<file path="src/rtl/sobel4_pkg.sv">
// Shared constants and types for the four-lane Sobel gradient stage.
// Assumes 8-bit grayscale pixels packed four to a word.
package sobel4_pkg;
    localparam int PIX_W     = 8;
    localparam int LANES     = 4;
    localparam int WORD_W    = PIX_W * LANES;
    localparam int WIN_COLS  = LANES + 2;
    localparam int WIN_ROWS  = 3;
    localparam int GRAD_W    = 11;
    localparam int DIR_W     = 2;

    typedef logic [PIX_W-1:0] pix_t;
    typedef logic [WORD_W-1:0] word_t;
    typedef pix_t [WIN_COLS-1:0] win_row_t;
    typedef win_row_t [WIN_ROWS-1:0] window_t;

    typedef enum logic [DIR_W-1:0] {
        SECT_HORIZ = 2'd0,
        SECT_DIAG_SAME = 2'd1,
        SECT_VERT = 2'd2,
        SECT_DIAG_OPP = 2'd3
    } sector_e;
endpackage

</file>
<file path="src/rtl/s4_line_cache.sv">
// Line history for the gradient stage. One memory per cached line, each
// LINE_WORDS words deep, chained so that tap i returns the word written
// i lines earlier at the same column. The memory is read before it is
// written in the same step. Assumes every step advances the column by one.
module s4_line_cache
    import sobel4_pkg::*;
#(
    parameter int LINE_WORDS   = 8,
    parameter int CACHED_LINES = 2,
    localparam int ADDR_W      = (LINE_WORDS > 1) ? $clog2(LINE_WORDS) : 1
) (
    input  logic                          clk,
    input  logic                          step,
    input  logic [ADDR_W-1:0]             addr,
    input  word_t                         din,
    output logic [CACHED_LINES:0][WORD_W-1:0] taps
);
    assign taps[0] = din;

    for (genvar i = 0; i < CACHED_LINES; i++) begin : g_line
        word_t mem [LINE_WORDS];

        // Store the word arriving from the line below this one.
        always_ff @(posedge clk) begin
            if (step) begin
                mem[addr] <= taps[i];
            end
        end

        assign taps[i+1] = mem[addr];
    end
endmodule

</file>
<file path="src/rtl/s4_window.sv">
// Builds the 3-row by 6-column window for four adjacent centre pixels.
// Each of the three line streams keeps two word registers (centre and
// left word); the incoming word supplies the right edge. Out-of-frame
// rows and edge columns are forced to zero by the mask inputs.
// Stream 0 is the newest (lower) line, stream 2 the oldest (upper).
module s4_window
    import sobel4_pkg::*;
(
    input  logic                          clk,
    input  logic                          rst_n,
    input  logic                          step,
    input  logic [WIN_ROWS-1:0][WORD_W-1:0] taps,
    input  logic                          zero_left,
    input  logic                          zero_right,
    input  logic                          zero_top,
    input  logic                          zero_bottom,
    output window_t                       win
);
    logic [WIN_ROWS-1:0][WORD_W-1:0] ctr_q;
    logic [WIN_ROWS-1:0][WORD_W-1:0] lft_q;

    // Shift each stream by one word per step.
    always_ff @(posedge clk) begin
        if (!rst_n) begin
            ctr_q <= '0;
            lft_q <= '0;
        end else if (step) begin
            ctr_q <= taps;
            lft_q <= ctr_q;
        end
    end

    // Assemble the masked window, row 0 at the top.
    always_comb begin
        for (int r = 0; r < WIN_ROWS; r++) begin
            win[r][0] = zero_left ? '0 : lft_q[WIN_ROWS-1-r][WORD_W-1 -: PIX_W];
            for (int k = 0; k < LANES; k++) begin
                win[r][k+1] = ctr_q[WIN_ROWS-1-r][k*PIX_W +: PIX_W];
            end
            win[r][WIN_COLS-1] = zero_right ? '0 : taps[WIN_ROWS-1-r][PIX_W-1:0];
        end
        if (zero_top) begin
            win[0] = '0;
        end
        if (zero_bottom) begin
            win[WIN_ROWS-1] = '0;
        end
    end
endmodule

</file>
<file path="src/rtl/s4_grad_px.sv">
// Gradient of one pixel from its 3x3 neighbourhood. Purely combinational.
// Produces a saturated |Gx|+|Gy| magnitude and a 2-bit sector. The
// tangent limits are 309/128 (about 2.414) and 53/128 (about 0.414),
// built from shifts and adds only.
module s4_grad_px
    import sobel4_pkg::*;
(
    input  pix_t [2:0][2:0] nb,
    output pix_t            mag,
    output logic [DIR_W-1:0] dir
);
    localparam int SUM_W = PIX_W + 2;
    localparam int CMP_W = SUM_W + 10;

    logic [SUM_W-1:0]         gx_pos, gx_neg, gy_pos, gy_neg;
    logic signed [GRAD_W-1:0] gx, gy;
    logic [SUM_W-1:0]         ax, ay;
    logic [SUM_W:0]           abs_sum;
    logic [CMP_W-1:0]         ay_hi, ay_lo, ax_sc;

    // Weighted column and row sums, weight 2 by a left shift.
    always_comb begin
        gx_pos = SUM_W'(nb[0][2]) + SUM_W'({nb[1][2], 1'b0}) + SUM_W'(nb[2][2]);
        gx_neg = SUM_W'(nb[0][0]) + SUM_W'({nb[1][0], 1'b0}) + SUM_W'(nb[2][0]);
        gy_pos = SUM_W'(nb[2][0]) + SUM_W'({nb[2][1], 1'b0}) + SUM_W'(nb[2][2]);
        gy_neg = SUM_W'(nb[0][0]) + SUM_W'({nb[0][1], 1'b0}) + SUM_W'(nb[0][2]);
    end

    // Signed derivatives and their absolute values.
    always_comb begin
        gx = signed'({1'b0, gx_pos}) - signed'({1'b0, gx_neg});
        gy = signed'({1'b0, gy_pos}) - signed'({1'b0, gy_neg});
        ax = (gx_pos >= gx_neg) ? (gx_pos - gx_neg) : (gx_neg - gx_pos);
        ay = (gy_pos >= gy_neg) ? (gy_pos - gy_neg) : (gy_neg - gy_pos);
    end

    // Saturated magnitude.
    always_comb begin
        abs_sum = {1'b0, ax} + {1'b0, ay};
        mag     = (abs_sum > (SUM_W+1)'(255)) ? 8'hFF : abs_sum[PIX_W-1:0];
    end

    // Sector decision from shifted-sum tangent limits.
    always_comb begin
        ay_hi = (CMP_W'(ay) << 8) + (CMP_W'(ay) << 5) + (CMP_W'(ay) << 4)
              + (CMP_W'(ay) << 2) + CMP_W'(ay);
        ay_lo = (CMP_W'(ay) << 5) + (CMP_W'(ay) << 4) + (CMP_W'(ay) << 2) + CMP_W'(ay);
        ax_sc = CMP_W'(ax) << 7;
        if (ay_hi < ax_sc) begin
            dir = SECT_HORIZ;
        end else if (ay_lo > ax_sc) begin
            dir = SECT_VERT;
        end else if (gx[GRAD_W-1] == gy[GRAD_W-1]) begin
            dir = SECT_DIAG_SAME;
        end else begin
            dir = SECT_DIAG_OPP;
        end
    end
endmodule

</file>
<file path="src/rtl/sobel4_gradient.sv">
// Four-lane 3x3 Sobel gradient stage. Accepts four pixels per word and
// emits four magnitudes and sectors per word, one line plus one word
// later. Assumes frames of FRAME_LINES x LINE_WORDS words, with in_sof on
// the first word, and in_valid held low for LINE_WORDS+1 cycles after the
// last word of a frame while the stage drains with zero input.
module sobel4_gradient
    import sobel4_pkg::*;
#(
    parameter int LINE_WORDS  = 8,
    parameter int FRAME_LINES = 6
) (
    input  logic                     clk,
    input  logic                     rst_n,
    input  logic                     in_valid,
    input  logic                     in_sof,
    input  logic [WORD_W-1:0]        in_data,
    output logic                     out_valid,
    output logic                     out_sof,
    output logic                     out_sol,
    output logic [WORD_W-1:0]        out_mag,
    output logic [LANES*DIR_W-1:0]   out_dir
);
    localparam int COL_W = (LINE_WORDS > 1) ? $clog2(LINE_WORDS) : 1;
    localparam int ROW_W = (FRAME_LINES > 1) ? $clog2(FRAME_LINES) : 1;
    localparam int LAG_W = $clog2(LINE_WORDS + 2);
    localparam logic [COL_W-1:0] LAST_COL  = COL_W'(LINE_WORDS - 1);
    localparam logic [ROW_W-1:0] LAST_ROW  = ROW_W'(FRAME_LINES - 1);
    localparam logic [LAG_W-1:0] LAG_FULL  = LAG_W'(LINE_WORDS + 1);
    localparam logic [COL_W:0]   DRAIN_END = (COL_W+1)'(LINE_WORDS);

    logic               flushing;
    logic [COL_W:0]     drain_cnt;
    logic [COL_W-1:0]   pos_col, cur_col, cen_col;
    logic [ROW_W-1:0]   pos_row, cur_row, cen_row;
    logic [LAG_W-1:0]   lag, lag_now;
    logic               take_sof, step, emit, last_in;
    word_t              step_data;
    logic [WIN_ROWS-1:0][WORD_W-1:0] taps;
    window_t            win;
    pix_t [LANES-1:0]   lane_mag;
    logic [LANES-1:0][DIR_W-1:0] lane_dir;

    // Step decode: a real word or a drain step with zero data.
    always_comb begin
        take_sof  = in_valid && in_sof && !flushing;
        step      = flushing || in_valid;
        step_data = flushing ? '0 : in_data;
        cur_col   = take_sof ? '0 : pos_col;
        cur_row   = take_sof ? '0 : pos_row;
        lag_now   = take_sof ? '0 : lag;
        emit      = step && (lag_now == LAG_FULL);
        last_in   = step && !flushing && (cur_row == LAST_ROW) && (cur_col == LAST_COL);
    end

    // Position of the next accepted word in the frame.
    always_ff @(posedge clk) begin
        if (!rst_n) begin
            pos_col <= '0;
            pos_row <= '0;
        end else if (step) begin
            if (cur_col == LAST_COL) begin
                pos_col <= '0;
                pos_row <= (cur_row == LAST_ROW) ? '0 : cur_row + 1'b1;
            end else begin
                pos_col <= cur_col + 1'b1;
                pos_row <= cur_row;
            end
        end
    end

    // Words accepted since frame start, saturating at one line plus one.
    always_ff @(posedge clk) begin
        if (!rst_n) begin
            lag <= '0;
        end else if (step) begin
            lag <= (lag_now == LAG_FULL) ? LAG_FULL : lag_now + 1'b1;
        end
    end

    // Position of the centre word of the next result.
    always_ff @(posedge clk) begin
        if (!rst_n) begin
            cen_col <= '0;
            cen_row <= '0;
        end else if (take_sof) begin
            cen_col <= '0;
            cen_row <= '0;
        end else if (emit) begin
            if (cen_col == LAST_COL) begin
                cen_col <= '0;
                cen_row <= (cen_row == LAST_ROW) ? '0 : cen_row + 1'b1;
            end else begin
                cen_col <= cen_col + 1'b1;
            end
        end
    end

    // Drain sequencer: one line plus one word of zero steps after a frame.
    always_ff @(posedge clk) begin
        if (!rst_n) begin
            flushing  <= 1'b0;
            drain_cnt <= '0;
        end else if (last_in) begin
            flushing  <= 1'b1;
            drain_cnt <= '0;
        end else if (flushing) begin
            flushing  <= (drain_cnt != DRAIN_END);
            drain_cnt <= drain_cnt + 1'b1;
        end
    end

    s4_line_cache #(
        .LINE_WORDS  (LINE_WORDS),
        .CACHED_LINES(WIN_ROWS - 1)
    ) i_cache (
        .clk (clk),
        .step(step),
        .addr(cur_col),
        .din (step_data),
        .taps(taps)
    );

    s4_window i_window (
        .clk        (clk),
        .rst_n      (rst_n),
        .step       (step),
        .taps       (taps),
        .zero_left  (cen_col == '0),
        .zero_right (cen_col == LAST_COL),
        .zero_top   (cen_row == '0),
        .zero_bottom(cen_row == LAST_ROW),
        .win        (win)
    );

    for (genvar k = 0; k < LANES; k++) begin : g_lane
        pix_t [2:0][2:0] nb;
        for (genvar r = 0; r < 3; r++) begin : g_row
            for (genvar c = 0; c < 3; c++) begin : g_col
                assign nb[r][c] = win[r][k+c];
            end
        end
        s4_grad_px i_px (
            .nb (nb),
            .mag(lane_mag[k]),
            .dir(lane_dir[k])
        );
    end

    // Output register: strobes every cycle, data only on a result.
    always_ff @(posedge clk) begin
        if (!rst_n) begin
            out_valid <= 1'b0;
            out_sof   <= 1'b0;
            out_sol   <= 1'b0;
            out_mag   <= '0;
            out_dir   <= '0;
        end else begin
            out_valid <= emit;
            out_sof   <= emit && (cen_col == '0) && (cen_row == '0);
            out_sol   <= emit && (cen_col == '0);
            if (emit) begin
                out_mag <= lane_mag;
                out_dir <= lane_dir;
            end
        end
    end
endmodule

</file>
<file path="config.mk">
export PLATFORM = sky130hd
export DESIGN_NAME = sobel4_gradient
export DESIGN_NICKNAME = d
export VERILOG_FILES = /design/src/rtl/sobel4_pkg.sv /design/src/rtl/s4_line_cache.sv /design/src/rtl/s4_window.sv /design/src/rtl/s4_grad_px.sv /design/src/rtl/sobel4_gradient.sv
export SDC_FILE = /design/constraint.sdc
export NUM_CORES = 2
export LEC_CHECK = 0
export ABC_AREA = 1
export BUFFER_PORTS_ARGS = -buffer_cell sky130_fd_sc_hd__clkbuf_2
export CAP_MARGIN = 15
export CORE_MARGIN = 3
export CORE_UTILIZATION = 35
export CTS_BUF_LIST = sky130_fd_sc_hd__clkbuf_8
export CTS_CLUSTER_DIAMETER = 40
export DETAILED_ROUTE_END_ITERATION = 7
export SYNTH_ARGS = -nofsm -noshare
export SYNTH_HDL_FRONTEND = slang
export SYNTH_SLANG_ARGS = --single-unit
export TNS_END_PERCENT = 1
</file>
<file path="constraint.sdc">
create_clock -name clk -period 16.17 [get_ports clk]
set_clock_uncertainty 0.1 [all_clocks]
set_input_delay 3.234 -clock clk [delete_from_list [all_inputs] [get_ports clk]]
set_output_delay 3.234 -clock clk [all_outputs]
set_load 0.01 [all_outputs]
</file>
Yosys cells after proc, flatten, opt, wreduce, memory -nomap -nowiden
Memory sizes are Yosys's and may differ from the RTL's.
Cells that the tools add are included.
{"block": "totals", "ram_bits": 512, "wordCells": 202, "register_bits": 256, "memories": 2, "output_inout_bits": 43}
{"block": "op_classes", "mux": 46, "bitwise": 1, "order_cmp": 20, "n_addsub": 90, "eq_ne": 10, "reduce_logical": 15}
{"name": "i_cache.g_line[0].mem", "depth": 8, "word_bits": 32, "read_ports": 1, "rd_clocked_by_memory_dff": 0, "write_ports": 1, "line_no": "s4_line_cache.sv:21", "rtl": "word_t mem [LINE_WORDS];"}
{"name": "i_cache.g_line[1].mem", "depth": 8, "word_bits": 32, "read_ports": 1, "rd_clocked_by_memory_dff": 0, "write_ports": 1, "line_no": "s4_line_cache.sv:21"}
{"cell": "$add A20 B10 Y20", "n": 8}
{"cell": "$add A20 B12 Y20", "n": 8}
{"cell": "$sub A10 B10 Y10", "n": 16}
{"cell": "$add A10 B8 Y10", "n": 14}
{"cell": "$add A8 B9 Y10", "n": 14}
{"cell": "$mux W48", "n": 2}
{"cell": "$sub A10 B10 Y11", "n": 8}
{"cell": "$add A20 B14 Y20", "n": 4}
{"cell": "$ge A10 B10 Y1", "n": 8}
{"cell": "$gt A20 B17 Y1", "n": 4}
{"cell": "$lt A20 B17 Y1", "n": 4}
{"cell": "$mux W10", "n": 8}
{"cell": "$mux W8", "n": 10}
{"cell": "$add A18 B15 Y19", "n": 4}
{"cell": "$add A15 B14 Y16", "n": 4}
{"cell": "$add A10 B10 Y11", "n": 4}
{"cell": "$gt A11 B8 Y1 const B", "n": 4}
{"cell": "$mux W32", "n": 1}
{"cell": "$mux W2", "n": 12}
{"cell": "$mux W3", "n": 7}
{"cell": "$add A3 B1 Y3 const B", "n": 4}
{"cell": "$eq A3 B3 Y1 const B", "n": 4}
{"cell": "$add A4 B1 Y4 const B", "n": 2}
{"cell": "$logic_and A1 B1 Y1", "n": 8}
{"cell": "11 further kinds", "n": 20}

Logic depth before layout (Yosys ltp)
An unclocked memory read counts as a cell.
{"block": "depth", "ltp_word": 16, "mapped_depth": 64}

Cells and area by module
Synthesis repeated with hierarchy kept, for this count alone.
{"block": "unflattened", "hier_cells": 7179, "hier_area_um2": 57821.7}
{"module": "s4_line_cache", "cells_per_inst": 2123, "seq_area_each_um2": 15374.7, "area_per_inst_um2": 21946.0, "n_inst": 1}
{"module": "s4_grad_px (g_lane[3].i_px)", "cells_per_inst": 933, "seq_area_each_um2": 0.0, "area_per_inst_um2": 6841.6, "n_inst": 1}
{"module": "s4_grad_px (g_lane[0].i_px)", "cells_per_inst": 925, "seq_area_each_um2": 0.0, "area_per_inst_um2": 6821.5, "n_inst": 1}
{"module": "s4_grad_px (g_lane[2].i_px)", "cells_per_inst": 934, "seq_area_each_um2": 0.0, "area_per_inst_um2": 6806.5, "n_inst": 1}
{"module": "s4_grad_px (g_lane[1].i_px)", "cells_per_inst": 880, "seq_area_each_um2": 0.0, "area_per_inst_um2": 6602.6, "n_inst": 1}
{"module": "s4_window", "cells_per_inst": 974, "seq_area_each_um2": 2402.3, "area_per_inst_um2": 5973.2, "n_inst": 1}
{"module": "sobel4_gradient", "cells_per_inst": 410, "seq_area_each_um2": 1281.2, "area_per_inst_um2": 2830.2, "n_inst": 1}

Least setup slack after synthesis
Ideal clock, no wire load.
{"block": "synth_timing", "kind": "input -> register", "from": "input in_valid", "to": "register out_dir[7]", "setup_time_ps": 132, "required_time_ps": 15938, "arrival_ps": 12394, "path_stages": 56, "slack_ps": 3543, "path_cell_list": "inv_1 -> nor2_1 -> nand2_2 -> inv_2 -> nor2_2 -> clkinv_1 -> buf_2 -> clkbuf_1 -> nand2_1 -> nand3_1 -> nand4_1 -> or2_2 -> fa_1 -> inv_1 -> ha_1 -> inv_1 -> fa_1 -> o21ai_0 -> [20 not listed] -> ha_1 -> a21oi_1 -> nand2_1 -> a21oi_1 -> inv_1 -> a21oi_1 -> xnor2_1 -> ha_1 -> nand2_1 -> nor2_1 -> a211oi_1 -> nand2_1 -> a21oi_1 -> nand2_1 -> nor2_1 -> nand2_1 -> nand2_1 -> a21oi_1"}
{"block": "synth_via", "elab_chain_len": 15, "word_cells_on_any_way": 38}
{"element": "start: declaration", "line_no": "sobel4_gradient.sv:14", "rtl": "input logic in_valid,"}
{"element": "$logic_and A1 B1 Y1 (2 in series)", "line_no": "sobel4_gradient.sv:45", "rtl": "take_sof = in_valid && in_sof && !flushing;"}
{"element": "$mux W3", "line_no": "sobel4_gradient.sv:48", "rtl": "cur_col = take_sof ? '0 : pos_col;"}
{"element": "$mem_v2 Z8 W32"}
{"element": "$mux W8", "line_no": "s4_window.sv:40", "rtl": "win[r][WIN_COLS-1] = zero_right ? '0 : taps[WIN_ROWS-1-r][PIX_W-1:0];"}
{"element": "$mux W48", "line_no": "s4_window.sv:42", "rtl": "if (zero_top) begin"}
{"element": "$add A10 B8 Y10", "line_no": "s4_grad_px.sv:26", "rtl": "gy_neg = SUM_W'(nb[0][0]) + SUM_W'({nb[0][1], 1'b0}) + SUM_W'(nb[0][2]);"}
{"element": "$sub A10 B10 Y10 / $ge A10 B10 Y1 (equally long branches)", "line_no": "s4_grad_px.sv:34", "rtl": "ay = (gy_pos >= gy_neg) ? (gy_pos - gy_neg) : (gy_neg - gy_pos);"}
{"element": "$mux W10", "line_no": "s4_grad_px.sv:34"}
{"element": "$add A18 B15 Y19 / $add A15 B14 Y16 (equally long branches)", "line_no": "s4_grad_px.sv:45, s4_grad_px.sv:47"}
{"element": "$add A20 B14 Y20 / $add A20 B12 Y20 (equally long branches)", "line_no": "s4_grad_px.sv:45, s4_grad_px.sv:47"}
{"element": "$add A20 B12 Y20 / $add A20 B10 Y20 (equally long branches)", "line_no": "s4_grad_px.sv:46, s4_grad_px.sv:47"}
{"element": "$add A20 B10 Y20 / $gt A20 B17 Y1 (equally long branches)", "line_no": "s4_grad_px.sv:46, s4_grad_px.sv:51"}
{"element": "$lt A20 B17 Y1 / $mux W2 (equally long branches)", "line_no": "s4_grad_px.sv:49, s4_grad_px.sv:51"}
{"element": "$mux W2", "line_no": "s4_grad_px.sv:49", "rtl": "if (ay_hi < ax_sc) begin"}
{"element": "end signal: assignment", "line_no": "sobel4_gradient.sv:163", "rtl": "out_dir <= lane_dir;"}
{"element": "end: declaration", "line_no": "sobel4_gradient.sv:21", "rtl": "output logic [LANES*DIR_W-1:0] out_dir"}
Parallel ways exist; a longest one is shown, timed or not.
A chain may end at the register's enable or synchronous reset.

Worst setup path in the final report
Ends and elaborated chain as after synthesis.

==> run_results.csv <==
group,metric,value,unit
routing,dr.pass1.iters,6,
layout,regArea,0.0191,mm²
routing,ant_nets,0,
hold_path,min_from,"i_window.lft_q[63]",
sta,fmax,72.8,MHz
flow_run,maxCapViolCount,0,
clock_network,clockBufferDepth,3,
logic_synthesis,synth_top_area_cell,"edfxtp_1",
logic_synthesis,ys_seq_elements,696,
routing,wirelength,148,mm
clock_network,cts_resized,0,
logic_synthesis,synth_flop_cell,"edfxtp_1",
sta,finalHoldViolCount,0,
hold_path,hp-class,"flip-flop to flip-flop",
layout,layoutNonFillerInstCount,8007,
sta,rsz0062_at_grt,"no",
routing,avgRoutedWirePerCell,18.5,µm
place,io_buffers,78,
place,post-dp-hpwl,109,mm
logic_synthesis,netlist_area,0.0520,mm²
worst_setup_path,cp_common_cell,"nand2_1",
die,row_count,140,
layout,fin_util,38.9,%
die,die_y,391,µm
clock_network,cts.clk_slew.worst_paths,0.06,ns
layout,final_nets,6840,
clock_network,hold_buffers,0,
logic_synthesis,syn_nets,6751,
worst_setup_path,endpoint_kind,"flip-flop",
layout,multiInputGateArea,0.0290,mm²
die,core,0.147,mm²
clock_network,cts_tree,"built",
die,start_util,35.5,%
global_route,grt_pass1_wl,229,mm
global_route,grt_overflow_total,0,
logic_synthesis,yosysWarnings,0,
hold_path,hold-path-cell-count,2,
sta,setup_viol,0,
global_route,grt_max_degree,87,
sta,fin_hold_ws,0.359,ns
worst_setup_path,r2r-start,"cen_col[0]",
logic_synthesis,syn_avg_cell_area,8.81,µm²
worst_setup_path,crit_fanout,76,
die,fp.dieW,391,µm
place,place_congestion,0.914,
sta,final_max_slew_viol_count,0,
routing,drc,0,
hold_path,whs_endpoint,"i_window.lft_q[63]",
worst_setup_path,required,16.70,ns
worst_setup_path,reg2reg_depth,51,
clock_network,cts_buffers,113,
routing,avgViaCountPerCell,5.09,
worst_setup_path,r2r_end,"out_dir[1]",
clock_network,worstSkewPairLatency,0.86,ns
sta,post-route-period-util,85.0,%
sta,tightest_slew,1.17,ns
global_route,antenna_found_initial,4,
routing,vias,40700,
clock_network,postCtsSetupRepairBufs,0,
logic_synthesis,yosysSeqAreaShare,36.7,%
routing,first_iter_violations,3143,
sta,finalCriticalPeriod,13.74,ns
status,status,"finished clean",
logic_synthesis,synth_cells,5900,
die,io-pin-count,79,
logic_synthesis,ys_async_sr_fraction,0,%
clock_network,cts_num_sinks,696,
die,dieArea,0.153,mm²
place,dp.cells,7791,
clock_network,cts_root_buf,"clkbuf_8",
logic_synthesis,synth.area.top_cells,"edfxtp_1 (30%), ha_1 (15%), fa_1 (8.2%)",
logic_synthesis,yosys.area.top_type_share,29.6,%
worst_setup_path,reg2reg_slack,4.13,ns
clock_network,htreeDepth,3,
layout,syn2layout_area_growth,9.71,%
logic_synthesis,synth_edf_count,512,
worst_setup_path,cp-start-kind,"input port",
global_route,grt_pass1_vias,39800,
worst_setup_path,crit_type,"input port to flip-flop",
worst_setup_path,crit_slowest_cell,"inv_4",
sta,relSlewSlack,22.0,%
layout,drive_gt1_share,6.54,%
sta,fin_tns_setup,0,ns
worst_setup_path,cp.arrival,14.27,ns
global_route,track_usage,19.1,%
worst_setup_path,cpPeakStageDelay,0.58,ns
logic_synthesis,synth_cell_types,69,
layout,nFillCells,14700,
[area by class of cell]
| cell class | count | share of cell area (%) |
|---|---|---|
| multi-input combinational | 4133 | 50.8 |
| inverter | 912 | 6.01 |
| timing repair buffer | 133 | 1.41 |
| antenna | 2 | 0.00877 |
| clock buffer | 135 | 3.26 |
| tap | 1917 | 4.20 |
| sequential | 696 | 33.4 |
| clock inverter | 79 | 0.899 |
[kinds of logic after synthesis]
kind of cell | after synthesis | synth area share [%]
XOR/XNOR | 316 | 5.39
buffers and inverters | 1071 | 7.83
flip-flops | 696 | 36.7
AND/OR/NAND/NOR | 1856 | 14.7
AO/OA/AOI/OAI | 1141 | 12.7
adder cells (fa/ha/maj) | 815 | 22.7
multiplexers | 5 | 0.0963
[per-layer routing]
| layer | up-vias | share of wire [%] | GRT usage, % |
|---|---|---|---|
| met5 | - | 0.018 | 0 |
| met4 | 4 | 2.3 | 4.62 |
| met3 | 195 | 7.0 | 3.24 |
| met2 | 1150 | 44 | 30.4 |
| met1 | 19500 | 46 | 27.1 |
| li1 | 19900 | - | - |
[per-stage QoR]
step / instance area, µm² / setup slack (ns)
finish: 57000 / 2.43
global route: 57000 / 1.54
CTS: 57000 / 2.60
detailed placement: 54700 / 1.73
global placement: 54700 / 1.85
floorplan: 52000 / 3.54
[flip-flops by register name, summed over array words and instances, names as in the netlist]
register	cells
out_sof	1
out_dir	8
i_window.win	32
flushing	1
out_mag	32
out_sol	1
pos_row	3
pos_col	3
drain_cnt	4
i_window.ctr_q	64
i_cache.g_line.mem	512
lag	4
out_valid	1
cen_col	3
i_window.lft_q	24
cen_row	3
[critical path: cells and delay by family]
kind,cells,cell delay [ns]
compound gates,14,2.56
simple gates,24,3.57
xor+xnor,2,0.39
buf+inv,9,1.62
fa+ha+maj,8,2.86
[Yosys cell counts (35+ instances only)]
cell type  instances
inv_1            895
nand2_1          891
nor2_1           616
ha_1             603
edfxtp_1         512
a21oi_1          471
o21ai_0          366
xor2_1           235
fa_1             212
nand3_1          210
dfxtp_1          184
clkbuf_1         124
xnor2_1           78
o21bai_1          71
nand4_1           40
o2111ai_1         35
[how the worst max path moves through the flow]
stage / start / to / slack [ns] / depth (start not counted)
CTS: in_valid / out_dir[7] / 2.60 / 57
floorplan: in_valid / out_dir[7] / 3.54 / 56
detailed placement: in_valid / out_dir[7] / 1.73 / 57
global route: in_valid / out_dir[7] / 1.54 / 57
global placement: in_valid / out_dir[7] / 1.85 / 57
finish: in_valid / out_dir[7] / 2.43 / 57
[cells in the final DEF (no fill, tap or decap), types with 16 or more instances in the layout]
| master | netlist | layout |
|---|---|---|
| inv_1 | 895 | 928 |
| nand2_1 | 891 | 890 |
| nor2_1 | 616 | 603 |
| ha_1 | 603 | 603 |
| edfxtp_1 | 512 | 512 |
| a21oi_1 | 471 | 471 |
| o21ai_0 | 366 | 366 |
| xor2_1 | 235 | 235 |
| fa_1 | 212 | 212 |
| nand3_1 | 210 | 210 |
| dfxtp_1 | 184 | 183 |
| clkbuf_8 | 0 | 135 |
| xnor2_1 | 78 | 78 |
| clkbuf_2 | 0 | 77 |
| o21bai_1 | 71 | 71 |
| buf_4 | 1 | 56 |
| nand4_1 | 40 | 40 |
| o2111ai_1 | 35 | 35 |
| nor3_1 | 32 | 31 |
| a211oi_1 | 30 | 30 |
| a21o_1 | 25 | 25 |
| nand2_2 | 19 | 20 |
| a31oi_1 | 19 | 19 |
| clkinv_2 | 0 | 19 |
| nor2_4 | 4 | 18 |
| o221ai_1 | 18 | 18 |
| clkinv_1 | 3 | 16 |
Power is not shown: default switching activity piles up to over one toggle a cycle in this logic, so the estimate is an artifact.
